===== config.mk =====
export PLATFORM = sky130hd
export DESIGN_NAME = pair_issue_check
export DESIGN_NICKNAME = d
export VERILOG_FILES = /design/src/rtl/pair_pkg.sv /design/src/rtl/pair_hazard.sv /design/src/rtl/pair_bond.sv /design/src/rtl/pair_decide.sv /design/src/rtl/pair_out_reg.sv /design/src/rtl/pair_issue_check.sv
export SDC_FILE = /design/constraint.sdc
export NUM_CORES = 1
export LEC_CHECK = 0
export BUFFER_PORTS_ARGS = -buffer_cell sky130_fd_sc_hd__buf_2
export CAP_MARGIN = 5
export CORE_ASPECT_RATIO = 1.1
export CORE_MARGIN = 3
export CORE_UTILIZATION = 44
export DETAILED_ROUTE_END_ITERATION = 8
export GPL_TIMING_DRIVEN = 0
export PLACE_DENSITY = 0.79
export SETUP_SLACK_MARGIN = 0.3
export SLEW_MARGIN = 20
export SYNTH_ARGS = -nofsm -noshare
export SYNTH_HDL_FRONTEND = slang
export SYNTH_SLANG_ARGS = --single-unit
export TNS_END_PERCENT = 20

===== constraint.sdc =====
create_clock -name clk -period 1.8 [get_ports clk]
set_input_delay 0 -clock clk [delete_from_list [all_inputs] [get_ports clk]]
set_output_delay 0 -clock clk [all_outputs]
set_load 0.1 [all_outputs]

===== src/rtl/pair_pkg.sv =====
// Shared types for the pairing checker.
// Assumes the decoder encodes the instruction class in two bits.
package pair_pkg;

    typedef enum logic [1:0] {
        CLS_ALU  = 2'b00,
        CLS_MEM  = 2'b01,
        CLS_BR   = 2'b10,
        CLS_LONG = 2'b11
    } op_cls_e;

    typedef struct packed {
        logic both;
        logic one;
        logic bond;
    } issue_t;

endpackage


===== src/rtl/pair_hazard.sv =====
// Finds register conflicts between slot A (older) and slot B (younger).
// Assumes source enables qualify every source index of B.
module pair_hazard #(
    parameter int REG_W = 4,
    parameter int NSRC  = 2
) (
    input  logic                  a_wr,
    input  logic [REG_W-1:0]      a_dst,
    input  logic                  b_wr,
    input  logic [REG_W-1:0]      b_dst,
    input  logic [NSRC*REG_W-1:0] b_src,
    input  logic [NSRC-1:0]       b_src_en,
    output logic [NSRC-1:0]       src_hit,
    output logic                  raw,
    output logic                  waw
);

    // One comparator per source of B against A's destination.
    for (genvar i = 0; i < NSRC; i++) begin : g_src
        assign src_hit[i] = a_wr && b_src_en[i] &&
                            (b_src[i*REG_W +: REG_W] == a_dst);
    end

    // Reduce the per-source hits and check for a shared destination.
    always_comb begin
        raw = |src_hit;
        waw = a_wr && b_wr && (a_dst == b_dst);
    end

endmodule


===== src/rtl/pair_bond.sv =====
// Judges whether a load in slot A can hand its memory operand to slot B.
// Assumes register index MSB 0 marks a data register.
module pair_bond #(
    parameter int REG_W = 4
) (
    input  logic             a_load,
    input  logic [REG_W-1:0] a_dst,
    input  logic [REG_W-1:0] a_areg,
    input  logic [1:0]       b_cls,
    input  logic             b_wr,
    input  logic [REG_W-1:0] b_dst,
    output logic             bond_ok
);
    import pair_pkg::*;

    localparam int KIND_BIT = REG_W - 1;

    // Bondable: data-register load feeding an ALU op that keeps the address register intact.
    always_comb begin
        bond_ok = a_load && !a_dst[KIND_BIT] && (b_cls == CLS_ALU) &&
                  !(b_wr && (b_dst == a_areg));
    end

endmodule


===== src/rtl/pair_decide.sv =====
// Combines slot validity, conflicts and bondability into one issue decision.
// Assumes raw/waw are already qualified by A's write enable.
module pair_decide (
    input  logic            a_valid,
    input  logic            b_valid,
    input  logic            raw,
    input  logic            waw,
    input  logic            bond_ok,
    output pair_pkg::issue_t dec
);

    // Priority: invalid A, invalid B, shared destination, dependency, free pair.
    always_comb begin
        dec = '0;
        if (!a_valid) begin
            dec = '0;
        end else if (!b_valid || waw) begin
            dec.one = 1'b1;
        end else if (raw) begin
            dec.both = bond_ok;
            dec.one  = !bond_ok;
            dec.bond = bond_ok;
        end else begin
            dec.both = 1'b1;
        end
    end

endmodule


===== src/rtl/pair_out_reg.sv =====
// Output stage: registers the decision and the rewritten copy of slot B.
// Assumes a synchronous active-low reset clears every output.
module pair_out_reg #(
    parameter int REG_W = 4,
    parameter int NSRC  = 2
) (
    input  logic                  clk,
    input  logic                  rst_n,
    input  pair_pkg::issue_t      dec,
    input  logic [NSRC-1:0]       src_hit,
    input  logic [REG_W-1:0]      a_areg,
    input  logic [1:0]            b_cls,
    input  logic                  b_wr,
    input  logic [REG_W-1:0]      b_dst,
    input  logic [NSRC*REG_W-1:0] b_src,
    input  logic [NSRC-1:0]       b_src_en,
    output logic                  issue_both,
    output logic                  issue_one,
    output logic                  bonded,
    output logic [1:0]            rb_cls,
    output logic                  rb_wr,
    output logic [REG_W-1:0]      rb_dst,
    output logic [NSRC*REG_W-1:0] rb_src,
    output logic [NSRC-1:0]       rb_src_en,
    output logic [NSRC-1:0]       rb_src_mem,
    output logic [REG_W-1:0]      rb_mem_areg
);

    // Capture the decision and B, redirecting matched sources when bonded.
    always_ff @(posedge clk) begin
        if (!rst_n) begin
            issue_both  <= 1'b0;
            issue_one   <= 1'b0;
            bonded      <= 1'b0;
            rb_cls      <= '0;
            rb_wr       <= 1'b0;
            rb_dst      <= '0;
            rb_src      <= '0;
            rb_src_en   <= '0;
            rb_src_mem  <= '0;
            rb_mem_areg <= '0;
        end else begin
            issue_both  <= dec.both;
            issue_one   <= dec.one;
            bonded      <= dec.bond;
            rb_cls      <= b_cls;
            rb_wr       <= b_wr;
            rb_dst      <= b_dst;
            rb_src      <= b_src;
            rb_src_en   <= b_src_en;
            rb_src_mem  <= dec.bond ? src_hit : '0;
            rb_mem_areg <= dec.bond ? a_areg : '0;
        end
    end

    // the two issue flags never rise together.
    a_r3_flags_exclusive: assert property (@(posedge clk) disable iff (!rst_n)
        $onehot0({issue_both, issue_one}));

    // a bonded B always dual-issues with at least one redirected source.
    a_r6_bond_shape: assert property (@(posedge clk) disable iff (!rst_n)
        bonded |-> (issue_both && (rb_src_mem != '0)));

endmodule


===== src/rtl/pair_issue_check.sv =====
// Top of the dual-issue pairing checker with load-operand bonding.
// Assumes decoded records arrive from an earlier decode stage each cycle.
module pair_issue_check #(
    parameter int REG_W = 4,
    parameter int NSRC  = 2
) (
    input  logic                  clk,
    input  logic                  rst_n,
    input  logic                  a_valid,
    input  logic                  a_wr,
    input  logic [REG_W-1:0]      a_dst,
    input  logic                  a_load,
    input  logic [REG_W-1:0]      a_areg,
    input  logic                  b_valid,
    input  logic [1:0]            b_cls,
    input  logic                  b_wr,
    input  logic [REG_W-1:0]      b_dst,
    input  logic [NSRC*REG_W-1:0] b_src,
    input  logic [NSRC-1:0]       b_src_en,
    output logic                  issue_both,
    output logic                  issue_one,
    output logic                  bonded,
    output logic [1:0]            rb_cls,
    output logic                  rb_wr,
    output logic [REG_W-1:0]      rb_dst,
    output logic [NSRC*REG_W-1:0] rb_src,
    output logic [NSRC-1:0]       rb_src_en,
    output logic [NSRC-1:0]       rb_src_mem,
    output logic [REG_W-1:0]      rb_mem_areg
);

    logic [NSRC-1:0]  src_hit;
    logic             raw;
    logic             waw;
    logic             bond_ok;
    pair_pkg::issue_t dec;

    pair_hazard #(.REG_W(REG_W), .NSRC(NSRC)) u_hazard (
        .a_wr     (a_wr),
        .a_dst    (a_dst),
        .b_wr     (b_wr),
        .b_dst    (b_dst),
        .b_src    (b_src),
        .b_src_en (b_src_en),
        .src_hit  (src_hit),
        .raw      (raw),
        .waw      (waw)
    );

    pair_bond #(.REG_W(REG_W)) u_bond (
        .a_load  (a_load),
        .a_dst   (a_dst),
        .a_areg  (a_areg),
        .b_cls   (b_cls),
        .b_wr    (b_wr),
        .b_dst   (b_dst),
        .bond_ok (bond_ok)
    );

    pair_decide u_decide (
        .a_valid (a_valid),
        .b_valid (b_valid),
        .raw     (raw),
        .waw     (waw),
        .bond_ok (bond_ok),
        .dec     (dec)
    );

    pair_out_reg #(.REG_W(REG_W), .NSRC(NSRC)) u_out (
        .clk         (clk),
        .rst_n       (rst_n),
        .dec         (dec),
        .src_hit     (src_hit),
        .a_areg      (a_areg),
        .b_cls       (b_cls),
        .b_wr        (b_wr),
        .b_dst       (b_dst),
        .b_src       (b_src),
        .b_src_en    (b_src_en),
        .issue_both  (issue_both),
        .issue_one   (issue_one),
        .bonded      (bonded),
        .rb_cls      (rb_cls),
        .rb_wr       (rb_wr),
        .rb_dst      (rb_dst),
        .rb_src      (rb_src),
        .rb_src_en   (rb_src_en),
        .rb_src_mem  (rb_src_mem),
        .rb_mem_areg (rb_mem_areg)
    );

    // a reset edge leaves all decision outputs cleared.
    a_r1_reset_clear: assert property (@(posedge clk)
        !rst_n |=> (!issue_both && !issue_one && !bonded && (rb_src_mem == '0)));

    // an empty slot A issues nothing.
    a_r8_no_a_no_issue: assert property (@(posedge clk) disable iff (!rst_n)
        !a_valid |=> (!issue_both && !issue_one));

    // a shared destination blocks dual issue.
    a_r5_shared_dst: assert property (@(posedge clk) disable iff (!rst_n)
        (a_valid && b_valid && a_wr && b_wr && (a_dst == b_dst)) |=> !issue_both);

    // a non-load producer feeding source 0 of B blocks dual issue.
    a_r4_plain_dep: assert property (@(posedge clk) disable iff (!rst_n)
        (a_valid && b_valid && a_wr && !a_load && b_src_en[0] &&
         (b_src[REG_W-1:0] == a_dst)) |=> !issue_both);

    // B overwriting the load's address register prevents bonding.
    a_r7_areg_clobber: assert property (@(posedge clk) disable iff (!rst_n)
        (a_valid && b_valid && a_load && b_wr && (b_dst == a_areg)) |=> !bonded);

endmodule


==> results of run 1 <==
cells in the mapped netlist (all sizes together), types with 2 or more instances:
library cell / n / area share
nor2: 2 / 0.0080
o2111ai: 2 / 0.019
xnor2: 5 / 0.046
nor2b: 2 / 0.013
and3: 4 / 0.027
xor2: 5 / 0.046
nor3: 3 / 0.016
o21ai: 2 / 0.015
dfxtp: 26 / 0.55
and2: 18 / 0.12
inv: 4 / 0.016
nand2b: 2 / 0.013
nand3: 2 / 0.011
cell usage in the layout (no fill, tap or decap), types with 2 or more instances in the layout:
cell type       instances
buf_2                  53
dfxtp_1                26
dlygate4sd3_1          25
and2_1                 18
xnor2_1                 5
xor2_1                  5
dlymetal6s4s_1          5
nor3_1                  3
and3_1                  3
clkbuf_4                3
buf_6                   3
inv_2                   2
inv_1                   2
nand2b_1                2
o2111ai_1               2
nor2b_1                 2
nand3_1                 2
repair_timing:
item,4_1_cts,5_1_grt
hold endpoints to repair,22,1
setup endpoints to repair,0,7
hold buffers,29,1
resized for setup,0,13
setup buffers,0,1
layout make-up:
cell class / instances / area [um2]
plain buffers: 1 / 3.75
clock buffers: 4 / 36.3
fillers: 110 / 260
inverters: 4 / 15.0
multi-input cells: 57 / 413
flip-flops and latches: 26 / 520
well taps: 27 / 33.8
repair buffers: 87 / 619
through the flow:
step | setup WS (ns) | instances | instance area (um2) | hold WS, ns | util
global placement | 0.450 | 171 | 1260 | 0.221 | 0.661
finish | 0.352 | 206 | 1640 | 0.00427 | 0.863
global route | 0.278 | 206 | 1640 | 0.00449 | 0.863
floorplan | 0.638 | 88 | 942 | 0.122 | -
detailed placement | 0.435 | 171 | 1260 | 0.223 | 0.661
CTS | 0.321 | 204 | 1580 | 0.00807 | 0.832
cells by family (layout without fill, tap and decap cells):
logic type | after synthesis | in the layout | synth area share
AND/OR/NAND/NOR | 37 | 37 | 0.242
XOR/XNOR | 10 | 10 | 0.0930
AO/OA/AOI/OAI | 10 | 10 | 0.0930
flip-flops | 26 | 26 | 0.552
buffers and inverters | 5 | 96 | 0.0199
worst max-delay path, stage by stage:
cell and delay (ns):
dlygate4sd3_1 0.54, buf_2 0.13, nor4b_1 0.45, o21ai_2 0.16, a21boi_2 0.19, o211a_1 0.22
state kept, by name, summed over array words and instances (netlist names):
signal,cells
u_out.rb_src,8
u_out.rb_dst,4
u_out.rb_mem_areg,4
u_out.rb_cls,2
u_out.rb_src_en,2
u_out.rb_src_mem,2
u_out.bonded,1
u_out.issue_both,1
u_out.issue_one,1
u_out.rb_wr,1
routing by layer:
| metal | routed length, um | GRT usage | up-vias |
|---|---|---|---|
| met5 | 0 | 0 | - |
| met4 | 70 | 0.143 | 0 |
| met3 | 240 | 0.0463 | 6 |
| met2 | 1860 | 0.472 | 62 |
| met1 | 1230 | 0.244 | 477 |
| li1 | - | - | 481 |
power groups by stage:
| stage | Combinational [mW] | Sequential [mW] | Clock, mW |
|---|---|---|---|
| floorplan | 0.0542 | 0.779 | 0 |
| global placement | 0.295 | 0.614 | 0 |
| detailed placement | 0.300 | 0.615 | 0 |
| CTS | 0.349 | 0.602 | 0.294 |
| global route | 0.384 | 0.607 | 0.337 |
| finish | 0.369 | 0.605 | 0.305 |
final timing paths:
path     start  cells past startpoint                          to  slack, ns
max   b_cls[1]                      6  u_out.issue_one$_SDFF_PN0_       0.35
min      rst_n                      2  u_out.rb_cls[1]$_SDFF_PN0_      0.004
==> results.cfg, run 1 <==
[critical_path]
cp.arrival_ns = 1.69
worstSetupPathType = primary input to flop
crit_path_start_kind = primary input
required_ns = 2.04
path_max_fanout = 3
cp-end-kind = flop

[synth]
synth-async-reset-ratio = 0
synth_nets = 119
synthCells = 88
seq_area_frac_synth = 0.552
ys_warn_count = 0
ys_seq_elements = 26
post_synth.cell_area_avg_um2 = 10.7
synth_flop_cell = dfxtp_1
synth_cell_types = 26
synth_area_um2 = 942
synth_edf_count = 0

[drt]
ant_nets = 0
firstDrtPassIters = 6
routed_wl_um = 3400
viasPerCell = 4.98
dr_total_vias = 1026
wl_per_cell_um = 16.5
drt_iter0_drc = 37
route.detailed.drc = 0

[min_path]
hold_path_class = primary input to flop

[place]
place_congestion = 0.777
dp_hpwl_um = 1870
port_buffers = 56

[finish]
drive_gt1_frac = 0.385
diodes = 0
areaGrowthSynthToFinish_pct = 74.2
fin_nets = 211

[sta]
tns_ns = 0
finalCritPeriodShare = 0.804
period_needed_ns = 1.45
slew_violations = 0
worst_pin_slew_ns = 0.508
max_freq_ghz = 0.691
relSlewSlack = 0.664
rsz0062_at_grt = no
hold_viol = 0
setup_violations = 0

[floorplanning]
ios = 57
start_util = 0.495
coreArea_um2 = 1900
row_count = 16
die_w_um = 50.1
die_h_um = 54.5
dieArea_um2 = 2730

[power]
ir_worst_vdd_mv = 0.640
leakagePower_nw = 0.851
power_frac_comb = 0.288
switching_power_mw = 0.434
p_seq_frac = 0.473
sw_frac_of_total = 0.340
pwr-share-clk = 0.239
powerDensity_nw_per_um2 = 779
design_power_total_mw = 1.28
intPower_mw = 0.844

[grt]
grt_usage = 0.243
antenna_found_initial = 0
grt_pass1_vias = 1026
grt_pass1_wl_um = 4690
grt_max_degree = 15
grt_overflow = 0

[clocking]
root_buffer = clkbuf_4
cts_sinks = 26
htree_levels = 1
cts_buffers = 3
cts_tree = done
cts_buffer_depth = 2
clk_pin_slew_ns = 0.14

[run]
cap_violations = 0

[outcome]
status = complete, no violations
Power figures use the tool's default switching activity.
==> inputs of run 2 (changes only) <==
- CORE_UTILIZATION: 44 -> 37
- PLACE_DENSITY: 0.79 -> 0.71
- clock period: 1.8 -> 1.3 ns (I/O delays scaled with it)
==> run 2 against run 1 <==
Sequential share of layout area up 0.17 points. Sequential cell count unchanged. Worst hold slack better by 0.018 ns. Setup slack worse by 0.11 ns.
==> results.cfg, run 2 (synthesis gave the netlist of run 1 again) <==
[critical_path]
path_buf_inv = 1
path_cells = buf_2
worstSetupPathType = flop to primary output
required_ns = 1.30
cp.arrival_ns = 1.06
cpMaxStageDelayCell = buf_2
cpPeakStageDelay_ns = 0.41
critical_path.top_delay_family = buffers and inverters
path_max_fanout = 1
cp-end-kind = primary output
crit_path_start_kind = flop

[grt]
grt_pass1_vias = 1003
grt_usage = 0.194
grt_pass1_wl_um = 4430
antenna_found_initial = 0
grt_overflow = 0
grt_max_degree = 15

[power]
sw_frac_of_total = 0.329
powerDensity_nw_per_um2 = 1070
power_frac_comb = 0.287
leakagePower_nw = 0.764
intPower_mw = 1.17
p_seq_frac = 0.480
pwr-share-clk = 0.233
ir_worst_vdd_mv = 0.777
switching_power_mw = 0.572

[sta]
setup_violations = 0
max_freq_ghz = 0.946
tns_ns = 0
slew_violations = 0
relSlewSlack = 0.681
hold_viol = 0
worst_pin_slew_ns = 0.472
hold_slack_ns = 0.0226
rsz0062_at_grt = yes
period_needed_ns = 1.06
finalCritPeriodShare = 0.814

[finish]
drive_gt1_frac = 0.404
layout_commonest_cell = buf_2
areaGrowthSynthToFinish_pct = 73.3
regMostFlops = u_out.rb_src
reg.largest.list = u_out.rb_src (8), u_out.rb_dst (4), u_out.rb_mem_areg (4)
diodes = 0
fin_nets = 203
final_cell_mix = 28 x buf_2, 26 x dfxtp_1, 23 x dlygate4sd3_1, 20 x clkbuf_4, 18 x and2_1
largest_reg_flops = 8

[drt]
firstDrtPassIters = 6
ant_nets = 0
viasPerCell = 4.82
drt_iter0_drc = 27
route.detailed.drc = 0
wl_per_cell_um = 13.9
routed_wl_um = 2800
dr_total_vias = 968

[place]
port_buffers = 56
dp_hpwl_um = 1910
place_congestion = 0.774

[clocking]
cts_tree = done
cts_buffer_depth = 2
cts_buffers = 3
root_buffer = clkbuf_4
cts_sinks = 26
cts_setup_buffers = 0
htree_levels = 1
clk_pin_slew_ns = 0.14

[floorplanning]
dieArea_um2 = 3190
die_h_um = 58.9
ios = 57
row_count = 18
die_w_um = 54.1
coreArea_um2 = 2340
start_util = 0.402

[run]
cap_violations = 0

[min_path]
hold_path_class = primary input to flop
whs_endpoint = u_out.rb_src_mem[1]$_SDFF_PN0_
hp-start = b_cls[1]
min_path_cells = 4

[outcome]
status = complete, no violations
[run 2: changes by cell type in the layout (fill, tap and decap cells not counted), moves of 2 or more]
cell,delta
clkbuf_4,+17
buf_4,+7
dlymetal6s4s_1,-5
dlygate4sd3_1,-2
buf_2,-25
[run 2: worst max path at each step]
stage	start	end	slack, ns	depth (start not counted)
2_1_floorplan	b_src[2]	u_out.issue_one$_SDFF_PN0_	0.18	5
3_3_place_gp	a_dst[3]	u_out.issue_one$_SDFF_PN0_	-0.04	6
3_5_place_dp	a_dst[3]	u_out.rb_mem_areg[1]$_SDFF_PN0_	-0.07	6
4_1_cts	u_out.rb_src_en[0]$_SDFF_PN0_	rb_src_en[0]	0.22	1
5_1_grt	a_dst[2]	u_out.issue_one$_SDFF_PN0_	0.20	5
6_report	u_out.issue_both$_SDFF_PP0_	issue_both	0.24	1
[run 2: final cells by class]
class	count	area, um2
multi-input combinational	57	424
clock buffer	4	36.3
tap	30	37.5
fill	188	709
buffer	1	3.75
inverter	4	15.0
timing repair buffer	79	596
sequential	26	520
[run 2: stage by stage]
step / setup WS, ns / util / instance area, um2 / power [mW] / instances
final: 0.242 / 0.697 / 1630 / 1.74 / 201
after global routing: 0.204 / 0.697 / 1630 / 1.81 / 201
after CTS: 0.224 / 0.654 / 1530 / 1.71 / 200
after detailed placement: -0.0724 / 0.538 / 1260 / 1.27 / 174
after global placement: -0.0382 / 0.538 / 1260 / 1.26 / 174
after floorplan: 0.176 / - / 942 / 1.15 / 88
[run 2: routing by layer]
layer / global-route usage / up-vias / routed length, um
met4: 0.107 / 0 / 103
met5: 0 / - / 0
li1: - / 468 / -
met1: 0.198 / 447 / 938
met3: 0.0304 / 12 / 145
met2: 0.362 / 41 / 1610
[run 2: power by group through the flow]
stage | Clock (mW) | Sequential (mW) | Combinational (mW)
finish | 0.405 | 0.835 | 0.500
detailed placement | 0 | 0.852 | 0.416
global placement | 0 | 0.851 | 0.410
CTS | 0.409 | 0.834 | 0.472
floorplan | 0 | 1.08 | 0.0750
global route | 0.447 | 0.838 | 0.525
[run 2: repair_timing]
| item | 4_1_cts | 5_1_grt |
|---|---|---|
| pin swaps | 0 | 4 |
| endpoints found under the setup margin | 32 | 28 |
| gates resized for setup | 6 | 34 |
| hold buffers | 22 | 1 |
| hold endpoints to repair | 22 | 2 |
==> inputs of run 3 (changes only) <==
- clock period: 1.3 -> 0.9 ns (I/O delays scaled with it)
==> run 3 against run 2 <==
Total power increased by 56%. The flow now finishes with violations (setup timing). Largest power group unchanged. Sequential power increased by 49%. Highest routed layer unchanged. Final cell count increased by 0.50%.
==> results.cfg, run 3 (synthesis gave the netlist of run 1 again) <==
[outcome]
status = finished with violations
violations = setup timing

[place]
dp_cells = 174
place_congestion = 0.809
post-place-ws_ns = -0.473
dpl-instance-area_um2 = 1260
port_buffers = 56
dp_hpwl_um = 1830

[critical_path]
cp.arrival_ns = 1.27
cpMaxStageDelayCell = or4b_4
required_ns = 1.17
path_buf_inv = 2
path_cells = buf_6, inv_2, a222oi_1, or4b_4, a21boi_2, o211a_1
cp-end-kind = flop
cp-startpoint = b_src[2]
worstSetupPathType = primary input to flop
path_max_fanout = 3
crit_path_start_kind = primary input
path_depth = 6
cpPeakStageDelay_ns = 0.54
critical_path.top_delay_family = compound AO/OA/AOI/OAI gates

[min_path]
hold_path_class = primary input to flop
hp-start = a_dst[3]
whs_endpoint = u_out.rb_src_mem[1]$_SDFF_PN0_
min_path_cells = 4

[sta]
hold_viol = 0
finalCritPeriodShare = 1.12
worst_pin_slew_ns = 0.385
setup_violations = 8
period_needed_ns = 1.01
slew_violations = 0
max_freq_ghz = 0.993
rsz0062_at_grt = yes
worst_slack_ns = -0.107
relSlewSlack = 0.743

[finish]
regMostFlops = u_out.rb_src
largest_reg_flops = 8
drive_gt1_frac = 0.552
reg.largest.list = u_out.rb_src (8), u_out.rb_dst (4), u_out.rb_mem_areg (4)
finalNonFillerCells = 202
final_area_um2 = 2020
areaGrowthSynthToFinish_pct = 114
diodes = 0
fin_nets = 204
final_cell_mix = 26 x buf_2, 26 x buf_12, 23 x dfxtp_2, 19 x dlygate4sd3_1, 18 x and2_1

[drt]
drt_iter0_drc = 27
firstDrtPassIters = 4
ant_nets = 0
viasPerCell = 5.06
dr_total_vias = 1023
routed_wl_um = 3940
wl_per_cell_um = 19.5
route.detailed.drc = 0

[clocking]
cts_buffer_depth = 2
root_buffer = clkbuf_4
cts_buffers = 3
cts_tree = done
cts_sinks = 26
htree_levels = 1
clk_pin_slew_ns = 0.14

[grt]
grt_usage = 0.250
antenna_found_initial = 0
grt_pass1_wl_um = 5600
grt_max_degree = 15
grt_overflow = 0
grt_pass1_vias = 1086

[power]
powerDensity_nw_per_um2 = 1340
leakagePower_nw = 0.905
ir_worst_vdd_mv = 1.36
design_power_total_mw = 2.71

[floorplanning]
row_count = 18
start_util = 0.402
ios = 57
die_w_um = 54.1
die_h_um = 58.9
dieArea_um2 = 3190
coreArea_um2 = 2340

[run]
cap_violations = 0
## run 3: changes by cell type in the layout (fill, tap and decap cells not counted), sizes merged
cell | before | now
buf | 39 | 58
clkbuf | 22 | 5
dlymetal6s4s | 0 | 3
dlygate4sd3 | 23 | 19
## run 3: per-stage QoR
| stage | util | TNS (ns) | hold slack (ns) |
|---|---|---|---|
| floorplan | - | -1.71 | 0.122 |
| global placement | 0.538 | -3.48 | 0.219 |
| detailed placement | 0.538 | -3.80 | 0.222 |
| CTS | 0.839 | -0.373 | 0.00511 |
| global route | 0.861 | -0.945 | 0.00324 |
| finish | 0.861 | -0.547 | 0.00223 |
## run 3: power by group
group,total (mW),internal (mW),switching (mW)
clock network,0.590,0.247,0.343
logic,0.874,0.368,0.506
registers,1.24,1.20,0.0419
total,2.71,1.82,0.891
## run 3: how the worst max path moves through the flow
stage / end
after floorplan: u_out.issue_one$_SDFF_PN0_
after global routing: u_out.issue_one$_SDFF_PN0_
after detailed placement: u_out.rb_mem_areg[0]$_SDFF_PN0_
final: u_out.issue_one$_SDFF_PN0_
after global placement: u_out.issue_one$_SDFF_PN0_
after CTS: u_out.issue_one$_SDFF_PN0_
## run 3: final cells by class
class,instances,area (um2)
buffer,1,3.75
clock buffer,4,36.3
fill,119,327
inverter,4,15.0
multi-input combinational,57,428
sequential,26,553
tap,30,37.5
timing repair buffer,80,942
## run 3: tightest hold or removal path, stage by stage
cell,delay [ns]
buf_8,0.09
nor4b_2,0.06
o21ai_4,0.08
nor3_1,0.06
## run 3: repair_timing
action	in CTS	in global routing
setup endpoints to repair	35	39
resized for setup	131	14
hold endpoints to repair	22	0
buffers inserted	1	1
pin swaps	3	4
hold buffers	22	0
## run 3: layer usage
metal,track usage,vias up,share of wire
met1,0.280,494,0.34
met2,0.469,55,0.58
li1,-,466,-
met4,0.0534,0,0.020
met3,0.0582,8,0.062
met5,0,-,0
